===== src/rtl/tlbf_pkg.sv =====
package tlbf_pkg;

    typedef enum logic [2:0] {
        ST_IDLE,
        ST_SCAN,
        ST_WAIT,
        ST_TAIL,
        ST_DONE
    } scan_state_e;

    // Attribute-word flag positions (decoded by the translation logic as well)
    localparam int LO_VALID_BIT  = 3;
    localparam int LO_GLOBAL_BIT = 4;
    // Tag-word layout
    localparam int HI_VPN_LSB    = 13;

endpackage


===== src/rtl/tlbf_walker.sv =====
module tlbf_walker
    import tlbf_pkg::*;
#(
    parameter int ENTRIES = 128,
    parameter int CNT_W   = $clog2(ENTRIES)
) (
    input  logic             clk,
    input  logic             rst_n,
    input  logic             start_i,
    output logic             busy_o,
    output logic             done_o,
    output logic             rd_en_o,
    output logic             load_o,
    output logic [CNT_W-1:0] rd_ptr_o
);

    localparam logic [CNT_W-1:0] LAST_PTR = CNT_W'(ENTRIES - 1);

    scan_state_e      state_q, state_d;
    logic [CNT_W-1:0] ptr_q;
    logic             at_last;

    assign at_last  = (ptr_q == LAST_PTR);
    assign rd_ptr_o = ptr_q;

    // state register
    always_ff @(posedge clk) begin
        if (!rst_n) state_q <= ST_IDLE;
        else        state_q <= state_d;
    end

    // slot pointer
    always_ff @(posedge clk) begin
        if (!rst_n)                          ptr_q <= '0;
        else if (state_q == ST_IDLE)         ptr_q <= '0;
        else if (state_q == ST_SCAN && !at_last) ptr_q <= ptr_q + 1'b1;
    end

    // next state
    always_comb begin
        state_d = state_q;
        unique case (state_q)
            ST_IDLE: if (start_i) state_d = ST_SCAN;
            ST_SCAN: if (at_last) state_d = ST_WAIT;
            ST_WAIT: state_d = ST_TAIL;
            ST_TAIL: state_d = ST_DONE;
            ST_DONE: state_d = ST_IDLE;
            default: state_d = ST_IDLE;
        endcase
    end

    // outputs
    always_comb begin
        busy_o  = 1'b0;
        done_o  = 1'b0;
        rd_en_o = 1'b0;
        load_o  = 1'b0;
        unique case (state_q)
            ST_IDLE: load_o = start_i;
            ST_SCAN: begin
                busy_o  = 1'b1;
                rd_en_o = 1'b1;
            end
            ST_WAIT: busy_o = 1'b1;
            ST_TAIL: busy_o = 1'b1;
            ST_DONE: done_o = 1'b1;
            default: ;
        endcase
    end

endmodule


===== src/rtl/tlbf_match.sv =====
module tlbf_match
    import tlbf_pkg::*;
#(
    parameter int WORD_W     = 32,
    parameter int PID_W      = 8,
    parameter int CNT_W      = 7,
    parameter int PAGE_SHIFT = HI_VPN_LSB
) (
    input  logic              clk,
    input  logic              rst_n,
    input  logic              load_i,
    input  logic [PID_W-1:0]  pid_i,
    input  logic              rd_en_i,
    input  logic [CNT_W-1:0]  rd_ptr_i,
    input  logic [WORD_W-1:0] hi_i,
    input  logic [WORD_W-1:0] lo_i,
    output logic              flush_o,
    output logic [WORD_W-1:0] flush_addr_o,
    output logic [CNT_W-1:0]  flush_ptr_o
);

    logic [PID_W-1:0] pid_q;
    logic             vld_q;
    logic [CNT_W-1:0] ptr_q;
    logic             hit;
    logic             unused_bits;

    assign unused_bits = ^{hi_i[PAGE_SHIFT-1:PID_W],
                           lo_i[WORD_W-1:LO_GLOBAL_BIT+1],
                           lo_i[LO_VALID_BIT-1:0]};

    // captured process tag
    always_ff @(posedge clk) begin
        if (!rst_n)      pid_q <= '0;
        else if (load_i) pid_q <= pid_i;
    end

    // read-latency stage: slot identity travels with its data
    always_ff @(posedge clk) begin
        if (!rst_n) begin
            vld_q <= 1'b0;
            ptr_q <= '0;
        end else begin
            vld_q <= rd_en_i;
            ptr_q <= rd_ptr_i;
        end
    end

    assign hit = vld_q
               && lo_i[LO_VALID_BIT]
               && !lo_i[LO_GLOBAL_BIT]
               && (hi_i[PID_W-1:0] == pid_q);

    // decision stage
    always_ff @(posedge clk) begin
        if (!rst_n) begin
            flush_o      <= 1'b0;
            flush_addr_o <= '0;
            flush_ptr_o  <= '0;
        end else begin
            flush_o <= hit;
            if (hit) begin
                flush_addr_o <= {hi_i[WORD_W-1:PAGE_SHIFT], {PAGE_SHIFT{1'b0}}};
                flush_ptr_o  <= ptr_q;
            end
        end
    end

endmodule


===== src/rtl/tlbf_scanner.sv =====
module tlbf_scanner
    import tlbf_pkg::*;
#(
    parameter int WORD_W     = 32,
    parameter int PID_W      = 8,
    parameter int N_TLB      = 2,
    parameter int N_SET      = 4,
    parameter int N_IDX      = 16,
    parameter int PAGE_SHIFT = HI_VPN_LSB,
    parameter int TLB_W      = $clog2(N_TLB),
    parameter int SET_W      = $clog2(N_SET),
    parameter int IDX_W      = $clog2(N_IDX)
) (
    input  logic              clk,
    input  logic              rst_n,
    input  logic              start_i,
    input  logic [PID_W-1:0]  pid_i,
    output logic              busy_o,
    output logic              done_o,
    output logic              rd_en_o,
    output logic [TLB_W-1:0]  rd_tlb_o,
    output logic [SET_W-1:0]  rd_set_o,
    output logic [IDX_W-1:0]  rd_idx_o,
    input  logic [WORD_W-1:0] rd_hi_i,
    input  logic [WORD_W-1:0] rd_lo_i,
    output logic              flush_o,
    output logic [WORD_W-1:0] flush_addr_o,
    output logic [TLB_W-1:0]  flush_tlb_o,
    output logic [SET_W-1:0]  flush_set_o,
    output logic [IDX_W-1:0]  flush_idx_o
);

    localparam int ENTRIES = N_TLB * N_SET * N_IDX;
    localparam int CNT_W   = TLB_W + SET_W + IDX_W;

    logic             load;
    logic [CNT_W-1:0] rd_ptr;
    logic [CNT_W-1:0] fl_ptr;

    tlbf_walker #(
        .ENTRIES (ENTRIES),
        .CNT_W   (CNT_W)
    ) u_walk (
        .clk      (clk),
        .rst_n    (rst_n),
        .start_i  (start_i),
        .busy_o   (busy_o),
        .done_o   (done_o),
        .rd_en_o  (rd_en_o),
        .load_o   (load),
        .rd_ptr_o (rd_ptr)
    );

    tlbf_match #(
        .WORD_W     (WORD_W),
        .PID_W      (PID_W),
        .CNT_W      (CNT_W),
        .PAGE_SHIFT (PAGE_SHIFT)
    ) u_match (
        .clk          (clk),
        .rst_n        (rst_n),
        .load_i       (load),
        .pid_i        (pid_i),
        .rd_en_i      (rd_en_o),
        .rd_ptr_i     (rd_ptr),
        .hi_i         (rd_hi_i),
        .lo_i         (rd_lo_i),
        .flush_o      (flush_o),
        .flush_addr_o (flush_addr_o),
        .flush_ptr_o  (fl_ptr)
    );

    // buffer number is the slowest-moving field, slot index the fastest
    assign {rd_tlb_o, rd_set_o, rd_idx_o}          = rd_ptr;
    assign {flush_tlb_o, flush_set_o, flush_idx_o} = fl_ptr;

endmodule


===== config.mk =====
export PLATFORM = sky130hd
export DESIGN_NAME = tlbf_scanner
export DESIGN_NICKNAME = d
export VERILOG_FILES = /design/src/rtl/tlbf_pkg.sv /design/src/rtl/tlbf_walker.sv /design/src/rtl/tlbf_match.sv /design/src/rtl/tlbf_scanner.sv
export SDC_FILE = /design/constraint.sdc
export NUM_CORES = 1
export LEC_CHECK = 0
export BUFFER_PORTS_ARGS = -buffer_cell sky130_fd_sc_hd__buf_2
export CORE_MARGIN = 2
export CORE_UTILIZATION = 50
export CTS_BUF_LIST = sky130_fd_sc_hd__clkbuf_8
export DETAILED_ROUTE_END_ITERATION = 7
export PLACE_DENSITY = 0.95
export RECOVER_POWER = 50
export SLEW_MARGIN = 40
export SYNTH_ARGS = -nofsm -noshare
export SYNTH_HDL_FRONTEND = slang
export SYNTH_HIERARCHICAL = 1
export SYNTH_SLANG_ARGS = --single-unit
export TNS_END_PERCENT = 30

===== constraint.sdc =====
create_clock -name clk -period 2.8 [get_ports clk]
set_clock_uncertainty 0.05 [all_clocks]
set_input_delay 0.28 -clock clk [delete_from_list [all_inputs] [get_ports clk]]
set_output_delay 0.28 -clock clk [all_outputs]
set_load 0.05 [all_outputs]

# == Yosys cells after proc, flatten, opt, wreduce, memory -nomap -nowiden ==
# Index checks and enable logic that the tools add are counted.
# totals
reg_bits,53
latch_bits,0
mem_bits_rw,0
mem_bits_ro,0
output_inout_bits,50
word_cells,35
n_memories,0
# classes
add_sub_neg,1
n_mul,0
n_div,0
magnitude_cmp,0
n_eq_ne,8
shift,0
muxes,7
bitwise_logic,1
n_reduce_logical,10
# op_table
cell,count
case mux 3 bit (4 select lines),1
== test 8 bit,1
adder 7 x 1 -> 7 bit (second input constant),1
== test 7 bit (second input constant),1
== test 3 x 2 -> 1 bit (second input constant),2
two-way mux 3 bit,2
logical AND 1 bit,4
two-way mux 1 bit,4
== test 3 x 1 -> 1 bit (second input constant),1
== test 3 bit (second input constant),1
zero test 3 bit,1
OR reduction 3 bit,1
zero test 1 bit,2
!= test 2 x 1 -> 1 bit (second input constant),1
!= test 2 bit (second input constant),1
AND reduction 2 bit,1
OR reduction 2 bit,1
NOT 1 bit,1

# == Depth between registers and ports, before layout ==
# Gate-level depths: netlist of the first run.
# depth
depth_word,3
depth_mapped,6

# == Hierarchy ==
# Netlist of the first run, hierarchy kept.
# by_module_without_submodules
module,n_inst,cells_each,area_each_um2,seq_area_each_um2
tlbf_match,1,188,1805.5,860.8
tlbf_walker,1,65,564.3,200.2

# == Worst setup path before layout of the first run ==
# Ideal clock, no wire load.
# synth_timing
path_type,reg-to-reg
from,register u_walk.ptr_q[0] (netlist: u_walk/rd_ptr_o[0])
to,register u_walk.ptr_q[4] (netlist: u_walk/rd_ptr_o[4])
arrival_time_ns,1.485
required_ns,2.603
path_slack_ns,1.119
stages_incl_launch_ff,5
path_buffers,0
period_less_slack_ns,1.681
path_cell_list,dfxtp_1 -> ha_1 -> nand3_1 -> o311ai_1 -> o41ai_1
# synth_between
elab_chain_cells,3
elab_cells_between_ends,4
# synth_lines
item,line_no,source
start: declaration,tlbf_walker.sv:20,logic [CNT_W-1:0] ptr_q;
start signal: assignment,tlbf_walker.sv:36,else if (state_q == ST_SCAN && !at_last) ptr_q <= ptr_q + 1'b1;
branches (longest 3 deep; another with adder 7 x 1 -> 7 bit),--,
# Parallel ways; which one is timed is not known.
# A chain may end at the register's enable or synchronous reset.

# == Worst setup path in the final report of the first run ==
# layout_timing
from,register u_walk.state_q[0]
to,output rd_en_o
# layout_between
elab_chain_cells,2
# layout_lines
item,line_no,source
start: declaration,tlbf_walker.sv:19,"scan_state_e state_q, state_d;"
start signal: assignment,tlbf_walker.sv:29,else state_q <= state_d;
== test 3 x 1 -> 1 bit,tlbf_walker.sv:58,unique case (state_q)
two-way mux 1 bit,tlbf_walker.sv:58,
end: declaration,tlbf_scanner.sv:20,"output logic rd_en_o,"
# Every way passes these cells.

==> results.tsv, run 1 <==
stage	metric	value	unit
synth	synth_cell_types	39	
cts	cts_tree	yes	
cts	post_cts_buffers	0	
synth	synth-main-ff-cell	dfxtp_1	
finish	final_util	0.587	
timing	min_period_over_period	0.706	
power	p_leak	1.31	nW
floorplanning	die_w	72.8	microns
grt	grt.total_usage	0.175	
synth	avgSynthCellArea	9.37	sq um
routing	routed_wire_length_per_instance	12.0	microns
cts	clkTransAtPathRegs	90	ps
synth	post-synth-top-count-cell	nand2_1	
floorplanning	num_io_pins	125	
synth	netlist_area	0.00237	sq mm
worst_hold_path	worstHoldStart	rd_hi_i[30]	
routing	wl_met3	396	microns
critical_path	worstSetupPathType	register to primary output	
synth	synthTopCellsByArea	dfxtp_1 (45%), mux2i_1 (16%), nand2_1 (9.7%), buf_4 (4.4%), xor2_1 (3.0%)	
routing	wirelength	4540	microns
critical_path	arrival	1650	ps
worst_hold_path	hold_class	input pin to register	
synth	synth_seq_cells	53	
floorplanning	die_y	72.8	microns
power	power	1.35	mW
cts	ctsHoldBuffers	0	
synth	synth_edf_count	0	
power	p_per_area	492	mW/mm^2
synth	synthCells	253	
grt	antenna_found_initial	0	
timing	slew_violations	0	
timing	hold_viol_final	0	
routing	postRouteAntennaNets	0	
finish	diodes	0	
critical_path	startpoint_type	register	
floorplanning	die_area	0.00531	sq mm
finish	fillCellCount	428	
flow_run	maxCapViolCount	0	
grt	overflow	0	
synth	async_flop_share	0	
cts	cts_root_buffer	clkbuf_8	
critical_path	critPathLaunch	u_walk/state_q[0]$_SDFFE_PN0P_	
routing	top_layer	met4	
grt	grt_pass1_vias	1662	
routing	firstDrtPassIters	4	
critical_path	reg2reg_depth	5	
cts	clock_latency	300	ps
floorplanning	start_util	0.508	
routing	vias	1854	
worst_hold_path	hold_depth	3	
timing	tightest_slew	1160	ps
critical_path	crit_required	2470	ps
floorplanning	rows	25	
placement	gp_congestion	0.819	
timing	finalCriticalPeriod	1980	ps
cts	cts_buffers	5	
timing	tns	0	ps
cts	ctsResizeCount	0	
critical_path	timing.rr.start	u_match/pid_q[4]$_SDFFE_PN0P_	
routing	vias_per_cell	4.90	
grt	grt_pass1_wl	7300	microns
synth	yosysSeqAreaShare	0.448	
power	peakVddDrop	0.191	mV
finish	area_growth	15.4	%
critical_path	crit_path_end_kind	primary output	
grt	grt_max_degree	70	
timing	setup_viol	0	
finish	drive_gt1_frac	0.185	
placement	hpwl	3290	microns
synth	synth_top_area_share	0.448	
routing	drc	0	
finish	nets	399	
cts	cts_htree_levels	2	
routing	drtIter0Drc	81	
timing	slew_headroom	0.228	
synth	yosysTopAreaCell	dfxtp_1	
synth	ys.warnings.count	6	
timing	max_freq	0.506	GHz
cts	cts_sinks	53	
floorplanning	coreArea	0.00466	sq mm
cts	clock_path_buffers	2	
synth	synth_common_cells	nand2_1 (61), dfxtp_1 (53), mux2i_1 (38)	
placement	port_buffers	76	
run_status	status	completed	
routing	met2WireLength	2150	microns
critical_path	critPathMaxFanout	10	
timing	rsz0062_at_grt	no	
routing	wl_met1	1930	microns
-- final cells by class --
class                           count  area, sq um  share of cell area
Multi-Input combinational cell    182         1150               0.421
Sequential cell                    53         1060               0.388
Timing Repair Buffer               79          362               0.132
Clock buffer                        5         68.8              0.0252
Tap cell                           54         67.6              0.0247
Clock inverter                      3         17.5             0.00640
Inverter                            2         7.51             0.00274
-- power by group --
part / total [mW] / switching, mW / leakage [nW] / internal, mW
Sequential: 0.773 / 0.00967 / 0.429 / 0.764
Clock: 0.413 / 0.238 / 0.0497 / 0.175
Combinational: 0.159 / 0.105 / 0.833 / 0.0542
Total: 1.35 / 0.353 / 1.31 / 0.993
-- path summary, 6_finish.rpt --
path / end / slack [ps]
setup / recovery: rd_en_o / 820
hold reg to reg: u_match/flush_ptr_o[5]$_SDFFE_PN0P_ / 380
hold / removal: u_match/flush_addr_o[30]$_SDFFE_PN0P_ / 160
setup reg to reg: u_match/flush_ptr_o[2]$_SDFFE_PN0P_ / 1190
-- registers in the layout (all words and copies together), names as in the netlist --
| register | cells |
|---|---|
| u_match/pid_q | 8 |
| u_match/ptr_q | 7 |
| u_match/vld_q | 1 |
| u_walk/state_q | 3 |
| u_match/flush_addr_o | 19 |
| u_match/flush_o | 1 |
| u_walk/rd_ptr_o | 7 |
| u_match/flush_ptr_o | 7 |
-- through the flow --
stage	worst slack, ps	hold WS (ps)	instance area (sq um)	instances
floorplan	1120	369	2410	265
global route	737	154	2740	378
detailed placement	1130	380	2690	370
finish	823	160	2740	378
CTS	812	153	2780	378
global placement	1190	374	2690	370
-- critical path: stages (launching register included) --
cell and delay, ps:
dfxtp_1 500, or3b_4 460, inv_2 110, buf_2 270
-- layer usage --
metal / up-vias / GRT usage
met5: - / 0
met1: 822 / 0.203
li1: 956 / -
met2: 68 / 0.304
met4: 0 / 0.0679
met3: 8 / 0.0525
-- layout by cell type (no fill, tap or decap), drive strengths merged, types with 2 or more instances in the layout --
master / Yosys / layout
conb: 1 / 13
nor2b: 9 / 9
and2: 11 / 11
mux2i: 38 / 38
buf: 19 / 47
xor2: 8 / 8
clkbuf: 9 / 37
nand2: 61 / 61
dfxtp: 53 / 53
nand2b: 5 / 5
nor4: 2 / 2
inv: 2 / 4
and3: 2 / 2
nor2: 6 / 6
nor3: 2 / 2
nand3: 4 / 4
a21oi: 3 / 3
-- logic make-up (layout without fill, tap and decap cells) --
group                      after synthesis  in the layout  share of synthesized area
and+or+nand+nor                        108            108                      0.218
other                                    1             13                    0.00158
buffers and inverters                   30             89                     0.0903
adders and majority gates                1              1                    0.00528
DFF                                     53             53                      0.448
AOI/OAI and AO/OA                       14             14                     0.0470
muxes                                   38             38                      0.161
xor gates and xnor gates                 8              8                     0.0296
(Power assumes the default switching activity.)
==> run 2: changes to the inputs <==
--- a/config.mk
+++ b/config.mk
@@ -7,10 +7,10 @@
 export LEC_CHECK = 0
 export BUFFER_PORTS_ARGS = -buffer_cell sky130_fd_sc_hd__buf_2
 export CORE_MARGIN = 2
-export CORE_UTILIZATION = 50
+export CORE_UTILIZATION = 46
 export CTS_BUF_LIST = sky130_fd_sc_hd__clkbuf_8
 export DETAILED_ROUTE_END_ITERATION = 7
-export PLACE_DENSITY = 0.95
+export PLACE_DENSITY = 0.91
 export RECOVER_POWER = 50
 export SLEW_MARGIN = 40
 export SYNTH_ARGS = -nofsm -noshare
==> constraint.sdc (replaced) <==
create_clock -name clk -period 2.1 [get_ports clk]
set_clock_uncertainty 0.05 [all_clocks]
set_input_delay 0.21 -clock clk [delete_from_list [all_inputs] [get_ports clk]]
set_output_delay 0.21 -clock clk [all_outputs]
set_load 0.05 [all_outputs]
==> results.tsv, run 2 (synthesis results as in run 1) <==
stage	metric	value	unit
floorplanning	rows	26	
power	peakVddDrop	0.319	mV
floorplanning	start_util	0.470	
routing	firstDrtPassIters	4	
timing	tns	0	ps
finish	drive_gt1_frac	0.176	
routing	wl_met3	298	microns
routing	vias	1848	
finish	final_common_cell	nand2_1	
power	p_leak	1.31	nW
cts	ctsResizeCount	0	
critical_path	crit_path_end_kind	primary output	
cts	post_cts_buffers	0	
finish	diodes	0	
critical_path	arrival	1630	ps
critical_path	timing.rr.start	u_walk/state_q[0]$_SDFFE_PN0P_	
placement	gp_congestion	0.893	
grt	antenna_found_initial	0	
finish	largest_reg_flops	19	
critical_path	cp_slowest_stage_delay	470	ps
placement	port_buffers	76	
cts	ctsHoldBuffers	0	
timing	finalCriticalPeriod	1890	ps
routing	drtIter0Drc	47	
floorplanning	num_io_pins	125	
grt	grt_pass1_vias	1576	
cts	clkTransAtPathRegs	80	ps
finish	area_growth	16.7	%
critical_path	startpoint_type	register	
floorplanning	die_w	75.8	microns
cts	cts_htree_levels	2	
critical_path	crit_buf_inv	2	
routing	postRouteAntennaNets	0	
floorplanning	die_area	0.00574	sq mm
timing	slew_headroom	0.365	
critical_path	critPathLaunch	u_walk/state_q[0]$_SDFFE_PN0P_	
floorplanning	coreArea	0.00504	sq mm
worst_hold_path	worstHoldStart	rd_hi_i[23]	
grt	grt_max_degree	33	
grt	grt.total_usage	0.146	
timing	hold_viol_final	0	
power	p_per_area	682	mW/mm^2
routing	met2WireLength	2100	microns
flow_run	maxCapViolCount	0	
run_status	status	completed	
routing	wl_met1	1960	microns
routing	top_layer	met4	
routing	vias_per_cell	4.69	
critical_path	cp_slowest_cell	dfxtp_1	
timing	tightest_slew	952	ps
finish	fillCellCount	482	
timing	max_freq	0.528	GHz
cts	clock_path_buffers	2	
routing	routed_wire_length_per_instance	11.2	microns
cts	cts_sinks	53	
finish	mostFrequentLayoutCells	nand2_1 (61), dfxtp_1 (53), buf_2 (45)	
critical_path	worstSetupPathType	register to primary output	
timing	rsz0062_at_grt	no	
finish	regMostFlops	u_match/flush_addr_o	
finish	nets	400	
cts	cts_buffers	5	
placement	hpwl	3230	microns
finish	final_util	0.549	
critical_path	critPathMaxFanout	10	
cts	cts_root_buffer	clkbuf_8	
timing	min_period_over_period	0.902	
routing	wirelength	4410	microns
critical_path	crit_required	1840	ps
timing	slew_violations	0	
cts	clock_latency	290	ps
routing	drc	0	
grt	overflow	0	
critical_path	path_cells	or3b_1, inv_2, buf_2	
grt	grt_pass1_wl	6490	microns
finish	top_regs	u_match/flush_addr_o x19, u_match/pid_q x8	
worst_hold_path	hold_class	input pin to register	
critical_path	crit_family	flip-flops	
timing	setup_viol	0	
floorplanning	die_y	75.8	microns
cts	cts_tree	yes	
run 2: cell type report:
type                    count  area (sq um)  area share
flip-flops and latches     53          1060       0.384
clock inverters             2          35.0      0.0127
clock buffers               5          68.8      0.0249
multi-input cells         182          1140       0.413
well taps                  70          87.6      0.0317
inverters                   2          7.51     0.00271
repair buffers             80           364       0.132
run 2: path summary, 6_finish.rpt:
| kind | to | slack, ps | cells past startpoint |
|---|---|---|---|
| worst max-delay path | rd_en_o | 210 | 3 |
| worst min-delay path | u_match/flush_addr_o[23]$_SDFFE_PN0P_ | 100 | 3 |
| worst max register to register | u_match/pid_q[6]$_SDFFE_PN0P_ | 410 | 4 |
| worst min register to register | u_match/flush_ptr_o[2]$_SDFFE_PN0P_ | 390 | 2 |
run 2: power by group:
group | internal, mW | leakage (nW) | total, mW | switching (mW)
Sequential | 1.02 | 0.429 | 1.03 | 0.0122
Clock | 0.346 | 0.0540 | 0.646 | 0.300
Combinational | 0.0696 | 0.827 | 0.211 | 0.141
Total | 1.43 | 1.31 | 1.89 | 0.453
run 2: routing by layer:
layer,vias to the layer above,track usage
met1,824,0.168
met5,-,0
li1,954,-
met4,0,0.0526
met2,64,0.255
met3,6,0.0450
run 2: tightest hold or removal path, stage by stage:
cell,delay (ps)
buf_2,90
nand2_1,40
mux2i_1,50
run 2: through the flow:
stage	instances	cell area [sq um]	total power, mW	setup WS [ps]	hold WS [ps]
finish	394	2770	1.89	206	102
detailed placement	387	2720	1.27	514	382
CTS	394	2820	1.92	222	90.1
floorplan	265	2410	1.23	419	299
global route	394	2770	1.98	151	90.2
global placement	387	2720	1.26	552	375
